<file path="src/rtl/irq_pkg.sv">
package irq_pkg;
  typedef enum logic [1:0] {
    REG_MASK = 2'd0,
    REG_CFG  = 2'd1,
    REG_EOI  = 2'd2,
    REG_ISR  = 2'd3
  } reg_addr_e;

  localparam int unsigned CFG_ROT_BIT = 0;
endpackage

</file>
<file path="src/rtl/irq_sync.sv">
module irq_sync #(
  parameter int unsigned WIDTH  = 8,
  parameter int unsigned STAGES = 2
) (
  input  logic             clk_i,
  input  logic             rst_ni,
  input  logic [WIDTH-1:0] d_i,
  output logic [WIDTH-1:0] q_o
);
  logic [WIDTH-1:0] stage_q [STAGES];

  for (genvar s = 0; s < STAGES; s++) begin : g_stage
    always_ff @(posedge clk_i or negedge rst_ni) begin
      if (!rst_ni) stage_q[s] <= '0;
      else if (s == 0) stage_q[s] <= d_i;
      else stage_q[s] <= stage_q[(s == 0) ? 0 : s-1];
    end
  end

  assign q_o = stage_q[STAGES-1];
endmodule

</file>
<file path="src/rtl/irq_prio_pick.sv">
// Picks the set bit closest to base_i going upward, wrapping around.
module irq_prio_pick #(
  parameter int unsigned N     = 8,
  localparam int unsigned IDX_W = $clog2(N)
) (
  input  logic             clk_i,
  input  logic             rst_ni,
  input  logic [N-1:0]     vec_i,
  input  logic [IDX_W-1:0] base_i,
  output logic             valid_o,
  output logic [IDX_W-1:0] idx_o
);
  always_comb begin
    logic [IDX_W-1:0] pos;
    valid_o = 1'b0;
    idx_o   = '0;
    for (int k = N-1; k >= 0; k--) begin
      pos = base_i + IDX_W'(k);
      if (vec_i[pos]) begin
        valid_o = 1'b1;
        idx_o   = pos;
      end
    end
  end

  AST_PICK_HITS_SET_BIT: assert property (@(posedge clk_i) disable iff (!rst_ni)
    valid_o |-> vec_i[idx_o]);
  AST_PICK_EMPTY_IDLE: assert property (@(posedge clk_i) disable iff (!rst_ni)
    (vec_i != '0) |-> valid_o);
endmodule

</file>
<file path="src/rtl/irq_ctrl.sv">
module irq_ctrl
  import irq_pkg::*;
#(
  parameter int unsigned N_IRQ       = 8,
  parameter int unsigned BASE_W      = 5,
  parameter int unsigned SYNC_STAGES = 2,
  localparam int unsigned IDX_W  = $clog2(N_IRQ),
  localparam int unsigned DATA_W = N_IRQ,
  localparam int unsigned VEC_W  = BASE_W + IDX_W
) (
  input  logic              clk_i,
  input  logic              rst_ni,
  input  logic [N_IRQ-1:0]  irq_req_i,
  input  logic              wr_en_i,
  input  logic [1:0]        addr_i,
  input  logic [DATA_W-1:0] wr_data_i,
  output logic [DATA_W-1:0] rd_data_o,
  output logic              irq_o,
  input  logic              ack_i,
  output logic [VEC_W-1:0]  vector_o
);
  logic [N_IRQ-1:0]  req_sync;
  logic [N_IRQ-1:0]  pending_q, isr_q, isr_next, mask_q;
  logic [DATA_W-1:0] cfg_q;
  logic [IDX_W-1:0]  rot_q, base_eff;
  logic              rotate;
  logic [BASE_W-1:0] vec_base;
  logic              cand_valid, isr_valid;
  logic [IDX_W-1:0]  cand_idx, isr_idx, cand_rank, isr_rank;
  logic              ack_take, eoi;

  irq_sync #(.WIDTH(N_IRQ), .STAGES(SYNC_STAGES)) u_sync (
    .clk_i, .rst_ni, .d_i(irq_req_i), .q_o(req_sync)
  );

  assign rotate   = cfg_q[CFG_ROT_BIT];
  assign vec_base = cfg_q[DATA_W-1 -: BASE_W];
  assign base_eff = rotate ? rot_q : '0;

  irq_prio_pick #(.N(N_IRQ)) u_pick_cand (
    .clk_i, .rst_ni, .vec_i(pending_q & ~mask_q), .base_i(base_eff),
    .valid_o(cand_valid), .idx_o(cand_idx)
  );

  irq_prio_pick #(.N(N_IRQ)) u_pick_isr (
    .clk_i, .rst_ni, .vec_i(isr_q), .base_i(base_eff),
    .valid_o(isr_valid), .idx_o(isr_idx)
  );

  // Rank distance from the current top slot; smaller ranks higher.
  assign cand_rank = cand_idx - base_eff;
  assign isr_rank  = isr_idx - base_eff;

  assign irq_o    = cand_valid && (!isr_valid || (cand_rank < isr_rank));
  assign ack_take = ack_i && irq_o;
  assign eoi      = wr_en_i && (addr_i == REG_EOI);

  always_comb begin
    isr_next = isr_q;
    if (eoi && isr_valid) isr_next[isr_idx] = 1'b0;
    if (ack_take)         isr_next[cand_idx] = 1'b1;
  end

  always_ff @(posedge clk_i or negedge rst_ni) begin
    if (!rst_ni) begin
      pending_q <= '0;
      isr_q     <= '0;
      mask_q    <= '0;
      cfg_q     <= '0;
      rot_q     <= '0;
      vector_o  <= '0;
    end else begin
      pending_q <= req_sync & ~isr_next;
      isr_q     <= isr_next;
      if (ack_take) vector_o <= {vec_base, cand_idx};
      if (eoi && isr_valid && rotate) rot_q <= isr_idx + IDX_W'(1);
      if (wr_en_i && addr_i == REG_MASK) mask_q <= wr_data_i;
      if (wr_en_i && addr_i == REG_CFG)  cfg_q  <= wr_data_i;
    end
  end

  always_comb begin
    unique case (reg_addr_e'(addr_i))
      REG_MASK: rd_data_o = mask_q;
      REG_CFG:  rd_data_o = cfg_q;
      REG_EOI:  rd_data_o = pending_q;
      default:  rd_data_o = isr_q;
    endcase
  end

  AST_PEND_ISR_DISJOINT: assert property (@(posedge clk_i) disable iff (!rst_ni)
    (pending_q & isr_q) == '0);
  AST_IRQ_UNMASKED: assert property (@(posedge clk_i) disable iff (!rst_ni)
    irq_o |-> ((pending_q & ~mask_q) != '0));
  AST_ACK_MOVES_BIT: assert property (@(posedge clk_i) disable iff (!rst_ni)
    (ack_i && irq_o) |=> (isr_q[$past(cand_idx)] && !pending_q[$past(cand_idx)]));
  AST_ACK_VECTOR_BASE: assert property (@(posedge clk_i) disable iff (!rst_ni)
    (ack_i && irq_o) |=> (vector_o[VEC_W-1 -: BASE_W] == $past(vec_base)));
  AST_ACK_IDLE_NOP: assert property (@(posedge clk_i) disable iff (!rst_ni)
    (ack_i && !irq_o && !eoi) |=> ($stable(isr_q) && $stable(vector_o)));
  AST_EOI_DROPS_ONE: assert property (@(posedge clk_i) disable iff (!rst_ni)
    (eoi && !ack_take && isr_q != '0) |=> ($countones(isr_q) == $countones($past(isr_q)) - 1));
endmodule

</file>
<file path="config.mk">
export PLATFORM = sky130hd
export DESIGN_NAME = irq_ctrl
export DESIGN_NICKNAME = d
export VERILOG_FILES = /design/src/rtl/irq_pkg.sv /design/src/rtl/irq_sync.sv /design/src/rtl/irq_prio_pick.sv /design/src/rtl/irq_ctrl.sv
export SDC_FILE = /design/constraint.sdc
export NUM_CORES = 1
export LEC_CHECK = 0
export CAP_MARGIN = 10
export CORE_MARGIN = 2
export CORE_UTILIZATION = 40
export DETAILED_ROUTE_END_ITERATION = 10
export HOLD_SLACK_MARGIN = 0.05
export PLACE_DENSITY = 0.58
export RECOVER_POWER = 100
export SLEW_MARGIN = 30
export SYNTH_ARGS = -nofsm -noshare
export SYNTH_HDL_FRONTEND = slang
export SYNTH_HIERARCHICAL = 1
export SYNTH_SLANG_ARGS = --single-unit
export TNS_END_PERCENT = 20
</file>
<file path="constraint.sdc">
create_clock -name clk_i -period 5.96 [get_ports clk_i]
set_input_delay 1.49 -clock clk_i [delete_from_list [all_inputs] [get_ports clk_i]]
set_output_delay 1.49 -clock clk_i [all_outputs]
set_load 0.02 [all_outputs]
</file>
==> summary.md, run 1 <==
| Metric | Value |
|---|---|
| Ys Warns | 6 |
| Hold Path Origin | u_sync/stage_q[11] |
| Via Count | 3294 |
| Reg2reg start | cfg_q[0] |
| Xor and xnor area share after synthesis | 0.0229 |
| # hold bufs at CTS | 0 |
| Via-to-Cell Ratio | 5.64 |
| Initial core utilization | 0.410 |
| Startpoint type of the worst setup path | register |
| Max Cap Viol | 1 |
| Setup crit end kind | primary output |
| Post-Synthesis Cells | 366 |
| Violated checks | capacitance limit, slew limit |
| H-Tree Depth | 3 |
| Max frequency | 0.172 GHz |
| # fillers | 930 |
| Number of global-route vias before repair | 3241 |
| Seq/Total Area, Yosys | 0.350 |
| Area of the mapped netlist | 4220 um2 |
| Clock slew at reported path FFs | 0.07 ns |
| Layout cell share with drive strength beyond 1 | 0.350 |
| Fin crit share | 0.975 |
| First-pass GRT wire length | 16700 um |
| Synth Register Bits | 59 |
| Antenna Cells | 0 |
| Die Ht | 107 um |
| Synthesized area per cell | 11.5 um2 |
| Largest family of logic cells by synthesized area | multiplexers |
| Worst-Margin Slew | 3.09 ns |
| Worst Path Required | 4.47 ns |
| Post-synthesis mux area share | 0.282 |
| Netlist cell types | 54 |
| Area growth syn-to-layout | 26.2% |
| # port buffers | 38 |
| Main synth FF type | dfrtp_1 |
| FF/Latch Area | 1480 um2 |
| Root Buffer | clkbuf_8 |
| TritonRoute pass-1 iters | 4 |
| Run status | complete, but fails checks |
| RSZ-0062 raised after global routing | yes |
| CP Launch Point | cfg_q[0] |
| DRC Markers | 0 |
| Max FO, Critical Path | 7 |
| Worst Path Arrival | 4.32 ns |
| Num rows | 37 |
| CTS tree | built |
| I/O pin cnt | 39 |
| Post-synth ARST share | 1.00 |
| Wire length per cell | 17.9 um |
| Slew HR | -1.06 |
| Core box area | 10300 um2 |
| Final wirelength | 10500 um |
| Synth Area in Adders | 0.0362 |
| Multi-input logic area | 2580 um2 |
| GRT Residual Overflow | 0 |
| Largest net degree at the start of global routing | 60 |
| Setup violators final | 0 |
| Mapped Nets | 399 |
| Gpl congestion | 0.916 |
| Worst hold slack | 0.348 ns |
| Die Area | 11400 um2 |
| Tmin final | 5.81 ns |
| EDFF count, synth | 0 |
| DIE WIDTH | 107 um |
| Complex-gate fraction of the synthesized area | 0.150 |
| ANT nets after route | 0 |
| Simple-gate share of the synthesized area | 0.100 |
| Setup Skew | 0.00833 ns |
| Final nets | 476 |
| Worst hold path type | register to register |
| CTS buffer count | 9 |
| CTS Buffer Depth | 2 |
| GRT Resource Usage Total | 0.189 |
| Max Transition Viols Final | 60 |
| Initial DRC Count | 213 |
| Clock Sinks | 59 |
| Hpwl dp | 7590 um |
| Clk Latency, worst-skew pair | 0.34 ns |
| Setup Crit Path Kind | register to primary output |
| Initial antenna violation count | 0 |
| Final hold violations | 0 |
layout by cell type, fill, tap and decap left out, drive strengths merged, types with 5 or more instances in the layout:
cell type / Yosys / layout
xor2: 5 / 5
mux2i: 8 / 8
dfrtp: 59 / 59
a21oi: 14 / 14
dlygate4sd3: 0 / 17
and2: 5 / 5
nor2: 13 / 13
o211a: 6 / 6
nand2: 27 / 27
mux4: 28 / 28
clkbuf: 5 / 12
o21ai: 17 / 17
a31oi: 6 / 6
buf: 20 / 54
ha: 9 / 9
xnor2: 6 / 6
o31ai: 10 / 10
clkdlybuf4s50: 0 / 19
nor2b: 12 / 12
mux2: 37 / 37
inv: 20 / 19
nand2b: 5 / 5
metrics by stage:
stage / area, um2 / worst slack [ns] / TNS [ns] / util / cells
CTS: 5130 / 0.0308 / 0 / 0.499 / 571
global route: 5320 / -0.0842 / -0.0842 / 0.518 / 584
detailed placement: 4910 / -0.0715 / -0.0715 / 0.478 / 555
floorplan: 4230 / 0.0318 / 0 / - / 366
finish: 5320 / 0.152 / 0 / 0.518 / 584
global placement: 4910 / 0.0459 / 0 / 0.478 / 555
repair_timing:
action / CTS / global route
endpoints found under the setup margin: 1 / 1
setup buffers: 0 / 13
pin swaps: 3 / 14
gates resized for setup: 13 / 31
cell type report:
type	count	area share
multi-input combinational	262	0.486
timing repair buffer	91	0.152
tap	136	0.0320
clock buffer	11	0.0266
clock inverter	5	0.00988
inverter	20	0.0158
sequential	59	0.278
state kept, by name (all words and copies together), names as in the netlist:
| register | flops |
|---|---|
| u_sync/q_o | 8 |
| pending_q | 8 |
| cfg_q | 8 |
| mask_q | 8 |
| isr_q | 8 |
| vector_o | 8 |
| u_sync/stage_q | 8 |
| rot_q | 3 |
path summary, 6_finish.rpt:
kind	slack, ns	end	cells past startpoint
max	0.15	irq_o	18
min	0.35	u_sync/q_o[3]	0
max reg2reg	1.02	vector_o[0]	19
min reg2reg	0.35	u_sync/q_o[3]	0
max in group asynchronous	1.95	u_sync/q_o[0]	2
min in group asynchronous	2.25	vector_o[7]	2
per-layer routing:
metal,part of all wire,up-vias,GRT usage
met5,0,-,0
met1,0.45,1624,0.266
li1,-,1547,-
met3,0.049,19,0.0365
met4,0.023,0,0.0659
met2,0.48,104,0.292
critical path, stage by stage, from the launching register on:
cell,delay (ns)
dfrtp_1,0.40
and2_4,0.21
buf_8,0.14
mux4_2,0.52
mux2_4,0.30
o21ai_2,0.13
a31oi_1,0.09
o21bai_1,0.21
mux2_4,0.35
inv_4,0.07
ha_4,0.11
inv_2,0.03
fa_2,0.40
xnor2_2,0.15
xnor2_1,0.19
ha_2,0.30
o21ai_2,0.15
o21a_2,0.14
buf_6,0.11
logic make-up after synthesis:
group | count (synthesis)
buffers and inverters | 45
flip-flops | 59
AO/OA/AOI/OAI | 86
adder cells (fa/ha/maj) | 11
AND/OR/NAND/NOR | 81
XOR/XNOR | 11
multiplexers | 73
synthesized netlist by cell type, types with 3 or more instances:
master,n,area share
dfrtp_1,59,0.35
mux2_2,29,0.077
nand2_1,27,0.024
inv_1,20,0.018
mux4_2,18,0.096
a21oi_1,14,0.017
buf_4,14,0.025
nor2_1,13,0.012
nor2b_1,12,0.018
o21ai_0,12,0.014
mux4_1,10,0.062
o31ai_1,10,0.018
ha_1,9,0.027
mux2i_1,8,0.019
a31oi_1,6,0.0089
mux2_4,6,0.021
o211a_1,6,0.014
xnor2_1,6,0.012
and2_1,5,0.0074
clkbuf_1,5,0.0045
xor2_1,5,0.010
nand2b_1,4,0.0059
nor3_1,4,0.0047
o22ai_1,4,0.0059
o311a_1,4,0.0095
buf_2,3,0.0036
buf_6,3,0.0080
o21a_1,3,0.0053
o21ai_1,3,0.0036
Power of run 1 is left out: the tool's default activity adds up to more than one toggle a clock period on the data nets, which glitch-free logic cannot reach.
==> inputs of run 2 (changes only) <==
--- a/config.mk
+++ b/config.mk
@@ -5,12 +5,13 @@
 export SDC_FILE = /design/constraint.sdc
 export NUM_CORES = 1
 export LEC_CHECK = 0
+export ABC_AREA = 0
 export CAP_MARGIN = 10
 export CORE_MARGIN = 2
-export CORE_UTILIZATION = 40
+export CORE_UTILIZATION = 39
 export DETAILED_ROUTE_END_ITERATION = 10
 export HOLD_SLACK_MARGIN = 0.05
-export PLACE_DENSITY = 0.58
+export PLACE_DENSITY = 0.55
 export RECOVER_POWER = 100
 export SLEW_MARGIN = 30
 export SYNTH_ARGS = -nofsm -noshare
==> constraint.sdc (replaced) <==
create_clock -name clk_i -period 7.3 [get_ports clk_i]
set_input_delay 1.825 -clock clk_i [delete_from_list [all_inputs] [get_ports clk_i]]
set_output_delay 1.825 -clock clk_i [all_outputs]
set_load 0.02 [all_outputs]
==> summary.md, run 2 (synthesized netlist as in run 1, its figures left out) <==
| Metric | Value |
|---|---|
| Reg2reg path depth | 20 (+1) |
| RSZ-0062 raised after global routing | no |
| CP Launch Point | cfg_q[0] |
| Wire length per cell | 19.1 um (+6.5%) |
| Worst Path Required | 5.48 ns (+1.01 ns) |
| Violated checks | capacitance limit, slew limit |
| Post-Place Setup Slack | 0.204 ns (+0.275 ns) |
| Setup crit end kind | primary output |
| Final nets | 438 (-8.0%) |
| Max Transition Viols Final | 85 (+42%) |
| I/O pin cnt | 39 (unchanged) |
| TritonRoute pass-1 iters | 5 (+1) |
| Clock Sinks | 59 (unchanged) |
| Final hold violations | 0 (unchanged) |
| DIE WIDTH | 108 um (+1.2%) |
| Worst Path Arrival | 5.00 ns (+0.68 ns) |
| Setup Skew | 0.0109 ns (+0.00254 ns) |
| Die Ht | 108 um (+1.2%) |
| CP endpoint | irq_o |
| Tmin final | 6.83 ns |
| Setup Crit Path Kind | register to primary output |
| First-pass GRT wire length | 17400 um (+4.2%) |
| Area growth syn-to-layout | 15.4% |
| Layout cell share with drive strength beyond 1 | 0.229 (-0.121) |
| Dpl cells | 529 (-4.7%) |
| GRT Resource Usage Total | 0.196 (+0.00709) |
| Via Count | 3164 (-3.9%) |
| DRC Markers | 0 (unchanged) |
| Setup violators final | 0 (unchanged) |
| CTS tree | built |
| Max Cap Viol | 2 (+1) |
| CTS Buffer Depth | 2 (unchanged) |
| Hpwl dp | 7880 um (+3.8%) |
| Worst hold path type | register to register |
| R2R Setup Slk | 0.83 ns (-0.19 ns) |
| Clock slew at reported path FFs | 0.07 ns (about the same) |
| Final wirelength | 10400 um (-0.39%) |
| Cell Area, Placed | 4690 um2 (-4.4%) |
| Initial antenna violation count | 0 (unchanged) |
| Root Buffer | clkbuf_8 |
| Via-to-Cell Ratio | 5.79 (+2.7%) |
| ANT nets after route | 0 (unchanged) |
| Reg2reg end | vector_o[5] |
| Setup TNS Final | 0 ns (unchanged) |
| Die Area | 11700 um2 (+2.5%) |
| Finished Layout Cells | 546 (-6.5%) |
| Run status | complete, but fails checks |
| CTS buffer count | 9 (unchanged) |
| # port buffers | 38 (unchanged) |
| Startpoint type of the worst setup path | register |
| Fin crit share | 0.936 |
| Worst setup margin | 0.470 ns (+0.319 ns) |
| Final Cell Area | 4870 um2 (-8.5%) |
| Max frequency | 0.146 GHz |
| Most frequent cells in the layout | dfrtp_1, mux2_2, nand2_1 |
| Num rows | 37 (unchanged) |
| Max FO, Critical Path | 11 (+4) |
| Commonest non-fill, non-tap cell in the layout | dfrtp_1 |
| Slew HR | -1.04 (+0.0228) |
| Initial DRC Count | 194 (-8.9%) |
| Antenna Cells | 0 (unchanged) |
| Reg2reg start | cfg_q[0] |
| H-Tree Depth | 3 (unchanged) |
| Number of global-route vias before repair | 3284 (+1.3%) |
| Clk Latency, worst-skew pair | 0.33 ns (about the same) |
| Largest net degree at the start of global routing | 60 (unchanged) |
| GRT Residual Overflow | 0 (unchanged) |
| Core box area | 10400 um2 (+1.4%) |
| Worst-Margin Slew | 3.06 ns (-0.0341 ns) |
| Gpl congestion | 0.880 (-4.0%) |
| Initial core utilization | 0.405 (-0.00547) |
## run 2: changes by cell type in the layout (fill, tap and decap cells not counted), sizes merged
cell	before	now
inv	19	21
clkdlybuf4s50	19	11
dlymetal6s2s	0	1
buf	54	15
dlygate4sd3	17	25
clkbuf	12	11
clkinvlp	2	1
## run 2: what timing repair did
action,in CTS,in global routing
hold buffers,0,0
endpoints found under the setup margin,1,1
setup buffers,0,1
gates resized for setup,6,6
## run 2: per-stage QoR
stage | hold WS (ns) | utilization
after detailed placement | 0.336 | 0.451
final | 0.347 | 0.467
after floorplan | 0.331 | -
after CTS | 0.347 | 0.470
after global placement | 0.334 | 0.451
after global routing | 0.366 | 0.467
## run 2: critical path, stage by stage, from the launching register on
cell and delay, ns:
dfrtp_1 0.42, nand2_1 0.21, inv_4 0.18, inv_1 0.07, ha_1 0.37, mux4_2 0.39
mux2_4 0.31, o21ai_2 0.13, a31oi_1 0.10, o21bai_1 0.18, mux2_1 0.43, inv_1 0.17
ha_1 0.17, inv_1 0.05, fa_1 0.36, xor2_1 0.16, xnor2_1 0.15, ha_1 0.24
a211oi_4 0.23, o21a_1 0.15, dlymetal6s2s_1 0.21
## run 2: worst min path at each step
| stage | end | cells after the start | from |
|---|---|---|---|
| 3_3_place_gp | u_sync/q_o[3] | 0 | u_sync/stage_q[11] |
| 5_1_grt | u_sync/q_o[2] | 0 | u_sync/stage_q[10] |
| 4_1_cts | u_sync/q_o[2] | 0 | u_sync/stage_q[10] |
| 6_report | u_sync/q_o[2] | 0 | u_sync/stage_q[10] |
| 2_1_floorplan | u_sync/q_o[0] | 0 | u_sync/stage_q[8] |
| 3_5_place_dp | u_sync/q_o[4] | 0 | u_sync/stage_q[12] |
## run 2: area by class of cell
type                            instances  area [um2]
Clock buffer                           10         128
Clock inverter                          6        65.1
Fill cell                            1002        5550
Inverter                               20        77.6
Multi-Input combinational cell        262        2460
Sequential cell                        59        1480
Tap cell                              136         170
Timing Repair Buffer                   53         490
## run 2: metal layers
metal / share of wire / vias up / global-route usage
li1: - / 1468 / -
met4: 0.021 / 0 / 0.0870
met5: 0 / - / 0
met1: 0.48 / 1577 / 0.280
met2: 0.46 / 99 / 0.300
met3: 0.034 / 20 / 0.0241
Power of run 2 is left out for the same reason.
==> inputs of run 3 (changes only) <==
--- a/config.mk
+++ b/config.mk
@@ -5,17 +5,15 @@
 export SDC_FILE = /design/constraint.sdc
 export NUM_CORES = 1
 export LEC_CHECK = 0
-export ABC_AREA = 0
-export CAP_MARGIN = 10
+export CAP_MARGIN = 5
 export CORE_MARGIN = 2
 export CORE_UTILIZATION = 39
 export DETAILED_ROUTE_END_ITERATION = 10
 export HOLD_SLACK_MARGIN = 0.05
-export PLACE_DENSITY = 0.55
+export PLACE_DENSITY = 0.54
 export RECOVER_POWER = 100
 export SLEW_MARGIN = 30
 export SYNTH_ARGS = -nofsm -noshare
 export SYNTH_HDL_FRONTEND = slang
-export SYNTH_HIERARCHICAL = 1
 export SYNTH_SLANG_ARGS = --single-unit
 export TNS_END_PERCENT = 20
==> summary.md, run 3 <==
| Metric | Value |
|---|---|
| M2 GR Usage | 0.378 (+0.0777) |
| GRT Resource Usage Total | 0.227 (+0.0315) |
| Layout cell share with drive strength beyond 1 | 0.223 (-0.00638) |
| Synth cell count leaders | dfrtp_1, nand2_1, mux2_2, mux4_2, o21ai_0 |
| Post-synth ARST share | 1.00 (unchanged) |
| Crit path largest cell delay | 0.43 ns (about the same) |
| Synthesized area per cell | 10.3 um2 (-10%) |
| Run status | complete, but fails checks |
| Number of global-route vias before repair | 4143 (+26%) |
| RSZ-0062 raised after global routing | no |
| M1 GR Usage | 0.299 (+0.0196) |
| Slew HR | -1.07 (-0.0335) |
| R2R Setup Slk | 1.73 ns (+0.90 ns) |
| Post-synthesis mux area share | 0.233 (-0.0486) |
| Post-layout util | 0.466 (-0.000971) |
| EDFF count, synth | 0 (unchanged) |
| I/O pin cnt | 39 (unchanged) |
| Worst-Margin Slew | 3.11 ns (+0.0502 ns) |
| Largest net degree at the start of global routing | 60 (unchanged) |
| Finished Layout Cells | 645 (+18%) |
| CP delay by family, top | compound AO/OA/AOI/OAI gates |
| Tmin final | 6.68 ns (-0.148 ns) |
| Commonest non-fill, non-tap cell in the layout | dfrtp_1 |
| First-pass GRT wire length | 22800 um (+31%) |
| DRC Markers | 0 (unchanged) |
| Simple-gate share of the synthesized area | 0.153 (+0.0530) |
| Area growth syn-to-layout | 17.3% |
| Core box area | 11900 um2 (+14%) |
| # port buffers | 38 (unchanged) |
| Top-area cell type share of the netlist area | 0.312 (-0.0384) |
| Most common cell in the netlist | dfrtp_1 |
| Top cells by area, synth | dfrtp_1, mux4_2, mux2_2, nand2_1, mux2i_1 |
| GR peak layer | met2 |
| Num rows | 40 (+8.1%) |
| Final Cell Area | 5550 um2 (+14%) |
| Final wirelength | 13900 um (+34%) |
| Setup violators final | 0 (unchanged) |
| Largest family of logic cells by synthesized area | multiplexers |
| H-Tree Depth | 3 (unchanged) |
| Slowest-stage cell, CP | a211oi_1 |
| Max Cap Viol | 1 (-1) |
| Xor and xnor area share after synthesis | 0.0111 (-0.0118) |
| Initial DRC Count | 263 (+36%) |
| Violated checks | capacitance limit, slew limit |
| Setup Crit Path Kind | register to primary output |
| Max Transition Viols Final | 60 (-29%) |
| Seq/Total Area, Yosys | 0.312 (-0.0384) |
| # fillers | 1157 (+15%) |
| Final hold violations | 0 (unchanged) |
| Ys Warns | 0 (-6) |
| TritonRoute pass-1 iters | 5 (unchanged) |
| Clock slew at reported path FFs | 0.05 ns (-0.02 ns) |
| Mapped Nets | 487 (+22%) |
| Dpl cells | 626 (+18%) |
| Max frequency | 0.150 GHz (+2.2%) |
| Final nets | 521 (+19%) |
| CTS Buffer Depth | 2 (unchanged) |
| Complex-gate fraction of the synthesized area | 0.223 (+0.0726) |
| Hold depth | 0 (unchanged) |
| Setup TNS Final | 0 ns (unchanged) |
| Max FO, Critical Path | 32 (+21) |
| Die Area | 13000 um2 (+12%) |
| GR Layer Usage met3 | 0.0344 (+0.0103) |
| Cell Area, Placed | 5190 um2 (+11%) |
| Most frequent cells in the layout | dfrtp_1, nand2_1, mux2_2 |
| Antenna Cells | 0 (unchanged) |
| Main synth FF type | dfrtp_1 |
| Synth Register Bits | 59 (unchanged) |
| GRT Residual Overflow | 0 (unchanged) |
| Worst-path cell chain | buf_6 -> and2_0 -> inv_2 -> ha_1 -> nand3b_1 -> and2_2 -> a211oi_1 -> a21oi_1 -> nor3_1 -> o32a_1 -> inv_2 -> fa_1 -> xor2_1 -> ha_1 -> a21oi_1 -> o21ai_0 -> o21ai_0 -> clkbuf_1 |
| Critical Path Stages | 18 (-10%) |
| Wire length per cell | 21.6 um (+13%) |
| Clk Latency, worst-skew pair | 0.32 ns (about the same) |
| Hpwl dp | 10600 um (+35%) |
| Worst Path Arrival | 4.86 ns (-0.14 ns) |
| CTS buffer count | 9 (unchanged) |
| CTS tree | built |
| Clock Sinks | 59 (unchanged) |
| Reg2reg path depth | 19 (-5.0%) |
| Area of the mapped netlist | 4730 um2 (+12%) |
| Setup Skew | 0.00384 ns (-0.00703 ns) |
| Initial core utilization | 0.397 (-0.00721) |
| Worst hold path type | register to register |
| CP Buf/Inv Count | 4 (-1) |
| Via-to-Cell Ratio | 6.35 (+9.6%) |
| Startpoint type of the worst setup path | register |
| Gpl congestion | 0.983 (+12%) |
| Worst Path Required | 5.48 ns (about the same) |
| Setup crit end kind | primary output |
| Synth area leader | dfrtp_1 |
| Via Count | 4095 (+29%) |
| Fin crit share | 0.915 (-0.0203) |
| ANT nets after route | 0 (unchanged) |
| Initial antenna violation count | 0 (unchanged) |
| Die Ht | 114 um (+5.8%) |
| Synth Area in Adders | 0.0190 (-0.0172) |
| Post-Synthesis Cells | 459 (+25%) |
| Root Buffer | clkbuf_16 |
| DIE WIDTH | 114 um (+5.8%) |
| Netlist cell types | 77 (+43%) |
-- run 3: changes by cell type after synthesis, moves of 10 or more --
| cell | before | now |
|---|---|---|
| buf_2 | 3 | 13 |
| a211oi_1 | 2 | 12 |
| o21ai_0 | 12 | 22 |
| mux4_1 | 10 | 0 |
| nand2_1 | 27 | 38 |
| inv_1 | 20 | 4 |
-- run 3: cells by family (layout without fill, tap and decap cells) --
logic type | after synthesis | after routing
flip-flops | 59 | 59
adder cells (fa/ha/maj) | 6 | 6
buffers and inverters | 39 | 78
multiplexers | 73 | 73
XOR/XNOR | 6 | 6
AND/OR/NAND/NOR | 135 | 135
AO/OA/AOI/OAI | 141 | 141
-- run 3: path summary, 6_finish.rpt --
path | from | endpoint
min reg2reg | u_sync.stage_q[10] | u_sync.q_o[2]
max reg2reg | cfg_q[0] | pending_q[7]
min | u_sync.stage_q[10] | u_sync.q_o[2]
min in group asynchronous | rst_ni | vector_o[5]
max | cfg_q[0] | irq_o
max in group asynchronous | rst_ni | u_sync.stage_q[13]
-- run 3: metrics by stage --
step,hold WS (ns),setup WS [ns]
finish,0.345,0.619
global route,0.360,0.224
CTS,0.346,0.250
detailed placement,0.335,0.605
global placement,0.333,0.729
floorplan,0.331,0.902
-- run 3: repair_timing --
action	CTS	global route
setup buffers	0	3
hold endpoints to repair	0	0
hold buffers	0	0
gates resized for setup	0	3
endpoints found under the setup margin	0	1
-- run 3: cell type report --
class,instances,area [um2],share of cell area
Tap cell,147,184,0.0331
Clock inverter,4,95.1,0.0171
Clock buffer,12,267,0.0480
Sequential cell,59,1480,0.266
Inverter,8,35.0,0.00631
Timing Repair Buffer,54,485,0.0874
Multi-Input combinational cell,361,3010,0.542
-- run 3: per-layer routing --
layer	up-vias	routed length (um)
met5	-	0
met4	0	428
met2	173	6760
li1	1843	-
met1	2046	6000
met3	33	748
Power of run 3 is left out for the same reason.
